==> src/rtl/clkgen_cfg_pkg.sv <==
package clkgen_cfg_pkg;

  localparam int WORD_W  = 32;
  localparam int IDX_W   = 4;
  localparam int SRC_W   = 5;
  localparam int SRC_LSB = 8;
  localparam int FLG_LSB = 16;

  typedef struct packed {
    logic             run_stby;
    logic             div_sel;
    logic             out_en;
    logic             off_val;
    logic             duty_fix;
    logic             gen_en;
    logic [SRC_W-1:0] src;
  } gen_cfg_t;

  localparam int CFG_W = $bits(gen_cfg_t);

  function automatic gen_cfg_t word_to_cfg(input logic [WORD_W-1:0] w);
    gen_cfg_t c;
    c.src      = w[SRC_LSB +: SRC_W];
    c.gen_en   = w[FLG_LSB + 0];
    c.duty_fix = w[FLG_LSB + 1];
    c.off_val  = w[FLG_LSB + 2];
    c.out_en   = w[FLG_LSB + 3];
    c.div_sel  = w[FLG_LSB + 4];
    c.run_stby = w[FLG_LSB + 5];
    return c;
  endfunction

  function automatic logic [WORD_W-1:0] cfg_to_word(input gen_cfg_t c,
                                                    input logic [IDX_W-1:0] idx);
    logic [WORD_W-1:0] w;
    w = '0;
    w[IDX_W-1:0]          = idx;
    w[SRC_LSB +: SRC_W]   = c.src;
    w[FLG_LSB + 0]        = c.gen_en;
    w[FLG_LSB + 1]        = c.duty_fix;
    w[FLG_LSB + 2]        = c.off_val;
    w[FLG_LSB + 3]        = c.out_en;
    w[FLG_LSB + 4]        = c.div_sel;
    w[FLG_LSB + 5]        = c.run_stby;
    return w;
  endfunction

endpackage

==> src/rtl/cfg_bus_decode.sv <==
module cfg_bus_decode
  import clkgen_cfg_pkg::*;
#(
  parameter int NUM_GEN = 8
) (
  input  logic              wr_en,
  input  logic [3:0]        byte_en,
  input  logic [WORD_W-1:0] wdata,
  output logic [NUM_GEN-1:0] entry_we,
  output logic              sel_we,
  output logic [IDX_W-1:0]  sel_val,
  output gen_cfg_t          wr_cfg
);

  localparam logic [3:0] BE_WORD = 4'b1111;
  localparam logic [3:0] BE_IDX  = 4'b0001;

  logic             full_wr;
  logic             idx_wr;
  logic [IDX_W-1:0] wr_idx;

  assign full_wr = wr_en && (byte_en == BE_WORD);
  assign idx_wr  = wr_en && (byte_en == BE_IDX);
  assign wr_idx  = wdata[IDX_W-1:0];
  assign sel_we  = full_wr || idx_wr;
  assign sel_val = wr_idx;
  assign wr_cfg  = word_to_cfg(wdata);

  for (genvar g = 0; g < NUM_GEN; g++) begin : g_we
    assign entry_we[g] = full_wr && (wr_idx == IDX_W'(g));
  end

endmodule

==> src/rtl/cfg_entry.sv <==
module cfg_entry
  import clkgen_cfg_pkg::*;
#(
  parameter logic             RST_EN  = 1'b0,
  parameter logic [SRC_W-1:0] RST_SRC = '0
) (
  input  logic     clk,
  input  logic     rst,
  input  logic     we,
  input  gen_cfg_t wr_cfg,
  input  logic     standby,
  input  logic     clock_request,
  output gen_cfg_t cfg_q,
  output logic     run_request,
  output logic     pin_level
);

  gen_cfg_t rst_cfg;
  logic     run_d;
  logic     pin_d;

  always_comb begin
    rst_cfg        = '0;
    rst_cfg.gen_en = RST_EN;
    rst_cfg.src    = RST_SRC;
  end

  always_ff @(posedge clk) begin
    if (rst)     cfg_q <= rst_cfg;
    else if (we) cfg_q <= wr_cfg;
  end

  always_comb begin
    if (!cfg_q.gen_en)      run_d = 1'b0;
    else if (standby)       run_d = cfg_q.out_en ? cfg_q.run_stby : clock_request;
    else                    run_d = clock_request || cfg_q.out_en;
    pin_d = (cfg_q.out_en && !run_d) ? cfg_q.off_val : 1'b0;
  end

  always_ff @(posedge clk) begin
    if (rst) begin
      run_request <= 1'b0;
      pin_level   <= 1'b0;
    end else begin
      run_request <= run_d;
      pin_level   <= pin_d;
    end
  end

endmodule

==> src/rtl/cfg_read_port.sv <==
module cfg_read_port
  import clkgen_cfg_pkg::*;
#(
  parameter int NUM_GEN = 8
) (
  input  logic                     clk,
  input  logic                     rst,
  input  logic                     rd_en,
  input  logic [IDX_W-1:0]         sel_q,
  input  logic [NUM_GEN*CFG_W-1:0] cfg_flat,
  output logic [WORD_W-1:0]        rdata
);

  gen_cfg_t hit_cfg;
  logic     hit;

  always_comb begin
    hit_cfg = '0;
    hit     = 1'b0;
    for (int i = 0; i < NUM_GEN; i++) begin
      if (sel_q == IDX_W'(i)) begin
        hit_cfg = cfg_flat[i*CFG_W +: CFG_W];
        hit     = 1'b1;
      end
    end
  end

  always_ff @(posedge clk) begin
    if (rst)        rdata <= '0;
    else if (rd_en) rdata <= hit ? cfg_to_word(hit_cfg, sel_q) : '0;
  end

endmodule

==> src/rtl/clkgen_cfg_bank.sv <==
module clkgen_cfg_bank
  import clkgen_cfg_pkg::*;
#(
  parameter int              NUM_GEN  = 8,
  parameter logic [SRC_W-1:0] GEN0_SRC = 5'd6
) (
  input  logic               clk,
  input  logic               rst,
  input  logic               wr_en,
  input  logic [3:0]         byte_en,
  input  logic [31:0]        wdata,
  input  logic               rd_en,
  output logic [31:0]        rdata,
  input  logic               standby,
  input  logic [NUM_GEN-1:0] clock_request,
  output logic [NUM_GEN-1:0] run_request,
  output logic [NUM_GEN-1:0] pin_level
);

  logic [NUM_GEN-1:0]       entry_we;
  logic                     sel_we;
  logic [IDX_W-1:0]         sel_val;
  logic [IDX_W-1:0]         sel_q;
  gen_cfg_t                 wr_cfg;
  logic [NUM_GEN*CFG_W-1:0] cfg_flat;
  logic [NUM_GEN-1:0]       gen_en_v;
  logic [NUM_GEN-1:0]       out_en_v;
  logic [NUM_GEN-1:0]       run_stby_v;
  logic [NUM_GEN-1:0]       off_val_v;

  cfg_bus_decode #(.NUM_GEN(NUM_GEN)) dec_i (
    .wr_en    (wr_en),
    .byte_en  (byte_en),
    .wdata    (wdata),
    .entry_we (entry_we),
    .sel_we   (sel_we),
    .sel_val  (sel_val),
    .wr_cfg   (wr_cfg)
  );

  always_ff @(posedge clk) begin
    if (rst)         sel_q <= '0;
    else if (sel_we) sel_q <= sel_val;
  end

  for (genvar g = 0; g < NUM_GEN; g++) begin : g_ent
    gen_cfg_t cfg_q;
    cfg_entry #(
      .RST_EN  (g == 0),
      .RST_SRC ((g == 0) ? GEN0_SRC : '0)
    ) ent_i (
      .clk           (clk),
      .rst           (rst),
      .we            (entry_we[g]),
      .wr_cfg        (wr_cfg),
      .standby       (standby),
      .clock_request (clock_request[g]),
      .cfg_q         (cfg_q),
      .run_request   (run_request[g]),
      .pin_level     (pin_level[g])
    );
    assign cfg_flat[g*CFG_W +: CFG_W] = cfg_q;
    assign gen_en_v[g]   = cfg_q.gen_en;
    assign out_en_v[g]   = cfg_q.out_en;
    assign run_stby_v[g] = cfg_q.run_stby;
    assign off_val_v[g]  = cfg_q.off_val;
  end

  cfg_read_port #(.NUM_GEN(NUM_GEN)) rd_i (
    .clk      (clk),
    .rst      (rst),
    .rd_en    (rd_en),
    .sel_q    (sel_q),
    .cfg_flat (cfg_flat),
    .rdata    (rdata)
  );

endmodule

==> config.mk <==
export PLATFORM = sky130hd
export DESIGN_NAME = clkgen_cfg_bank
export DESIGN_NICKNAME = d
export VERILOG_FILES = /design/src/rtl/clkgen_cfg_pkg.sv /design/src/rtl/cfg_bus_decode.sv /design/src/rtl/cfg_entry.sv /design/src/rtl/cfg_read_port.sv /design/src/rtl/clkgen_cfg_bank.sv
export SDC_FILE = /design/constraint.sdc
export NUM_CORES = 1
export LEC_CHECK = 0
export BUFFER_PORTS_ARGS = -buffer_cell sky130_fd_sc_hd__buf_2
export CAP_MARGIN = 20
export CORE_MARGIN = 5
export CORE_UTILIZATION = 35
export CTS_CLUSTER_SIZE = 28
export DETAILED_ROUTE_END_ITERATION = 10
export PLACE_DENSITY = 0.61
export SLEW_MARGIN = 20
export SYNTH_ARGS = -nofsm -noshare
export SYNTH_HDL_FRONTEND = slang
export SYNTH_SLANG_ARGS = --single-unit
==> constraint.sdc <==
create_clock -name clk -period 1.67 [get_ports clk]
set_input_delay 0.167 -clock clk [delete_from_list [all_inputs] [get_ports clk]]
set_output_delay 0.167 -clock clk [all_outputs]
set_load 0.02 [all_outputs]
==> metrics <==
MaxCap Viol Count 0; Pwr Total 0.00729 W; worst min path class in2reg; Post-Syn Area per Cell 9.40 µm²; Post-synth EDFFs 0; DP Wirelength 10300 µm; CP Capture Type register; pre-CTS setup slack -0.0389 ns; diode count 0; Worst Slack Setup Final 0.0818 ns; fraction of the yosys area taken by sequential cells 0.442; synthesized cell area 5570 µm²; cell count of the worst reg-to-reg path 4; Critical-path top delay cell or3b_2; unrepaired setup endpoints after global routing no; grt ovf 0; final period utilization 0.951; Vert. Die Dim 136 µm; Root Buffer clkbuf_16; Setup crit start sel_q[2]$_SDFFE_PP0P_; clk_skew 0.00600 ns; Ys Warns 0; Hold Fails Final Rpt 0; num rows 46; DR vias 4428; gpl congestion 0.832; critical path endpoint rd_i.rdata[19]$_SDFFE_PP0P_; CTS Sinks 123; Worst VDD drop 758 µV; post_cts resized 0; PD cells 1080 nW/µm²; Leak 2.60 nW; TritonCTS clock tree done; Reg2Reg Capture Point rd_i.rdata[19]$_SDFFE_PP0P_; number of vias per cell 5.11; hold-fix buffer count after cts 0; initial core utilization 0.353; total wire length 14700 µm; fin crit period 1.59 ns; Async S/R FF share, synth 0; CP max FO 8; setup_tns 0 ns; max-slew violation count 0; hold slack final 0.0235 ns; initial antenna violation count 1; CTS buffer count 17; clk buf depth 2; Total Routing Usage GR 0.161; WP data arrival 1.93 ns; max incr delay on CP 0.62 ns; Port Buffer Count 62; worst r2r src sel_q[2]$_SDFFE_PP0P_; CP Cell Sequence or3b_2, o32ai_1, o221ai_1, o211ai_1; Final ANT Viol Nets 0; layout cells sized above 1 0.207; Post-synth top flop dfxtp_1; setup bufs post-CTS 0; CTS H-tree depth 4; worst skew pair latency 0.41 ns; Seq cells post-synth 123; WL per Instance 16.9 µm; Final #Nets 688; CORE AREA 15800 µm²; CP Launch Type register; status finished, final reports clean; First DRT Iteration DRCs 319; drt first pass iters 5; first-pass GRT wire length 23200 µm; reg2reg setup slack 0.08 ns; Placed Area 6130 µm²; filler cell count 1546; Cell variety after synth 44; fmax 630 MHz; vias in the first global route 4424; Final Cell Area 6770 µm²; chip width 136 µm; Syn Inst Count 593; I/O Pins 97; CP required 2.01 ns; Clk pin slew, worst setup/hold paths 0.05 ns; Remaining DRCs 0; final setup vio count 0; P&R area growth vs syn 21.4%; largest net degree at the start of global routing 83; die area 18500 µm²; CP Class reg2reg
==> layout by cell type (no fill, tap or decap), types with 3 or more instances in the layout <==
master and n:
nand3_1 4, a211o_1 3, a2bb2oi_1 8, o31ai_1 3, o21ai_0 3, o32ai_1 8
buf_12 7, dfxtp_1 122, conb_1 17, bufinv_16 5, nor2b_1 4, nor4_2 5
mux2i_1 122, inv_1 5, nor3b_1 8, o221ai_1 9, nand2_1 32, a21oi_1 4
o211ai_1 9, buf_4 26, clkbuf_16 17, nand2b_1 15, a211oi_1 8, nor2_1 112
buf_2 61
==> layer usage <==
metal / wire [µm] / vias to the layer above / GRT usage
li1: - / 2109 / -
met1: 6160 / 2144 / 0.198
met2: 7280 / 145 / 0.269
met3: 940 / 28 / 0.0466
met4: 266 / 2 / 0.0543
met5: 7 / - / 0
==> cells by family (layout without fill, tap and decap cells) <==
family	count (synthesis)	in the layout	synth area share
and+or+nand+nor	194	194	0.160
muxes	123	123	0.223
DFF	123	123	0.442
buffers and inverters	88	130	0.0840
AOI/OAI and AO/OA	64	64	0.0905
other	1	17	0.000673
==> worst max-delay path: cells and delay by family (launching register included) <==
family	cells	cell delay, ns
AO/OA/AOI/OAI	3	0.48
flip-flops	1	0.40
AND/OR/NAND/NOR	1	0.62
==> report_power, final <==
group          total [W]  internal (W)  switching [W]
registers        0.00296       0.00295      0.0000120
logic           0.000360      0.000114       0.000246
clock network    0.00396       0.00268        0.00129
total            0.00729       0.00574        0.00154
==> layout make-up <==
type,instances,area (µm²),share of cell area
clock inverter,11,193,0.0285
tap,216,270,0.0399
clock buffer,20,447,0.0660
sequential,123,2460,0.364
multi-input combinational,398,2730,0.404
timing repair buffer,94,641,0.0947
inverter,5,18.8,0.00277
==> synthesized netlist by cell type, drive strengths merged, types with 2 or more instances <==
master / number / area share
a211o: 3 / 0.0047
a211oi: 8 / 0.011
a21oi: 4 / 0.0036
a22o: 2 / 0.0031
a2bb2oi: 8 / 0.013
buf: 48 / 0.057
clkbuf: 35 / 0.024
dfxtp: 123 / 0.44
inv: 5 / 0.0034
mux2i: 122 / 0.22
nand2: 32 / 0.022
nand2b: 15 / 0.017
nand3: 4 / 0.0036
nand4b: 2 / 0.0031
nor2: 112 / 0.075
nor2b: 4 / 0.0045
nor3b: 9 / 0.012
nor4: 5 / 0.0067
o211ai: 9 / 0.012
o21ai: 3 / 0.0027
o221ai: 9 / 0.014
o31ai: 3 / 0.0040
o32ai: 8 / 0.013
or3: 2 / 0.0022
or3b: 2 / 0.0031
==> metrics by stage <==
stage          utilization  instances
3_3_place_gp         0.388        836
4_1_cts              0.429        867
6_report             0.429        867
2_1_floorplan            -        609
5_1_grt              0.429        867
3_5_place_dp         0.388        836
==> worst min path at each step <==
stage,start,endpoint,slack (ns),cells after the start
after floorplan,standby,g_ent[7].ent_i.run_request$_SDFF_PP0_,0.28,1
after global placement,wdata[3],sel_q[3]$_SDFFE_PP0P_,0.42,3
after detailed placement,wdata[3],sel_q[3]$_SDFFE_PP0P_,0.43,3
after CTS,clock_request[7],g_ent[7].ent_i.run_request$_SDFF_PP0_,0.01,3
after global routing,wdata[3],sel_q[3]$_SDFFE_PP0P_,0.03,3
final,clock_request[7],g_ent[7].ent_i.run_request$_SDFF_PP0_,0.02,3
==> flip-flops by register name (all words and copies together) (netlist names) <==
name                     count
g_ent.ent_i.run_request      8
g_ent.ent_i.pin_level        8
rd_i.rdata                  15
g_ent.ent_i.cfg_q           88
sel_q                        4
No activity file was read; power rests on OpenSTA's default activity.
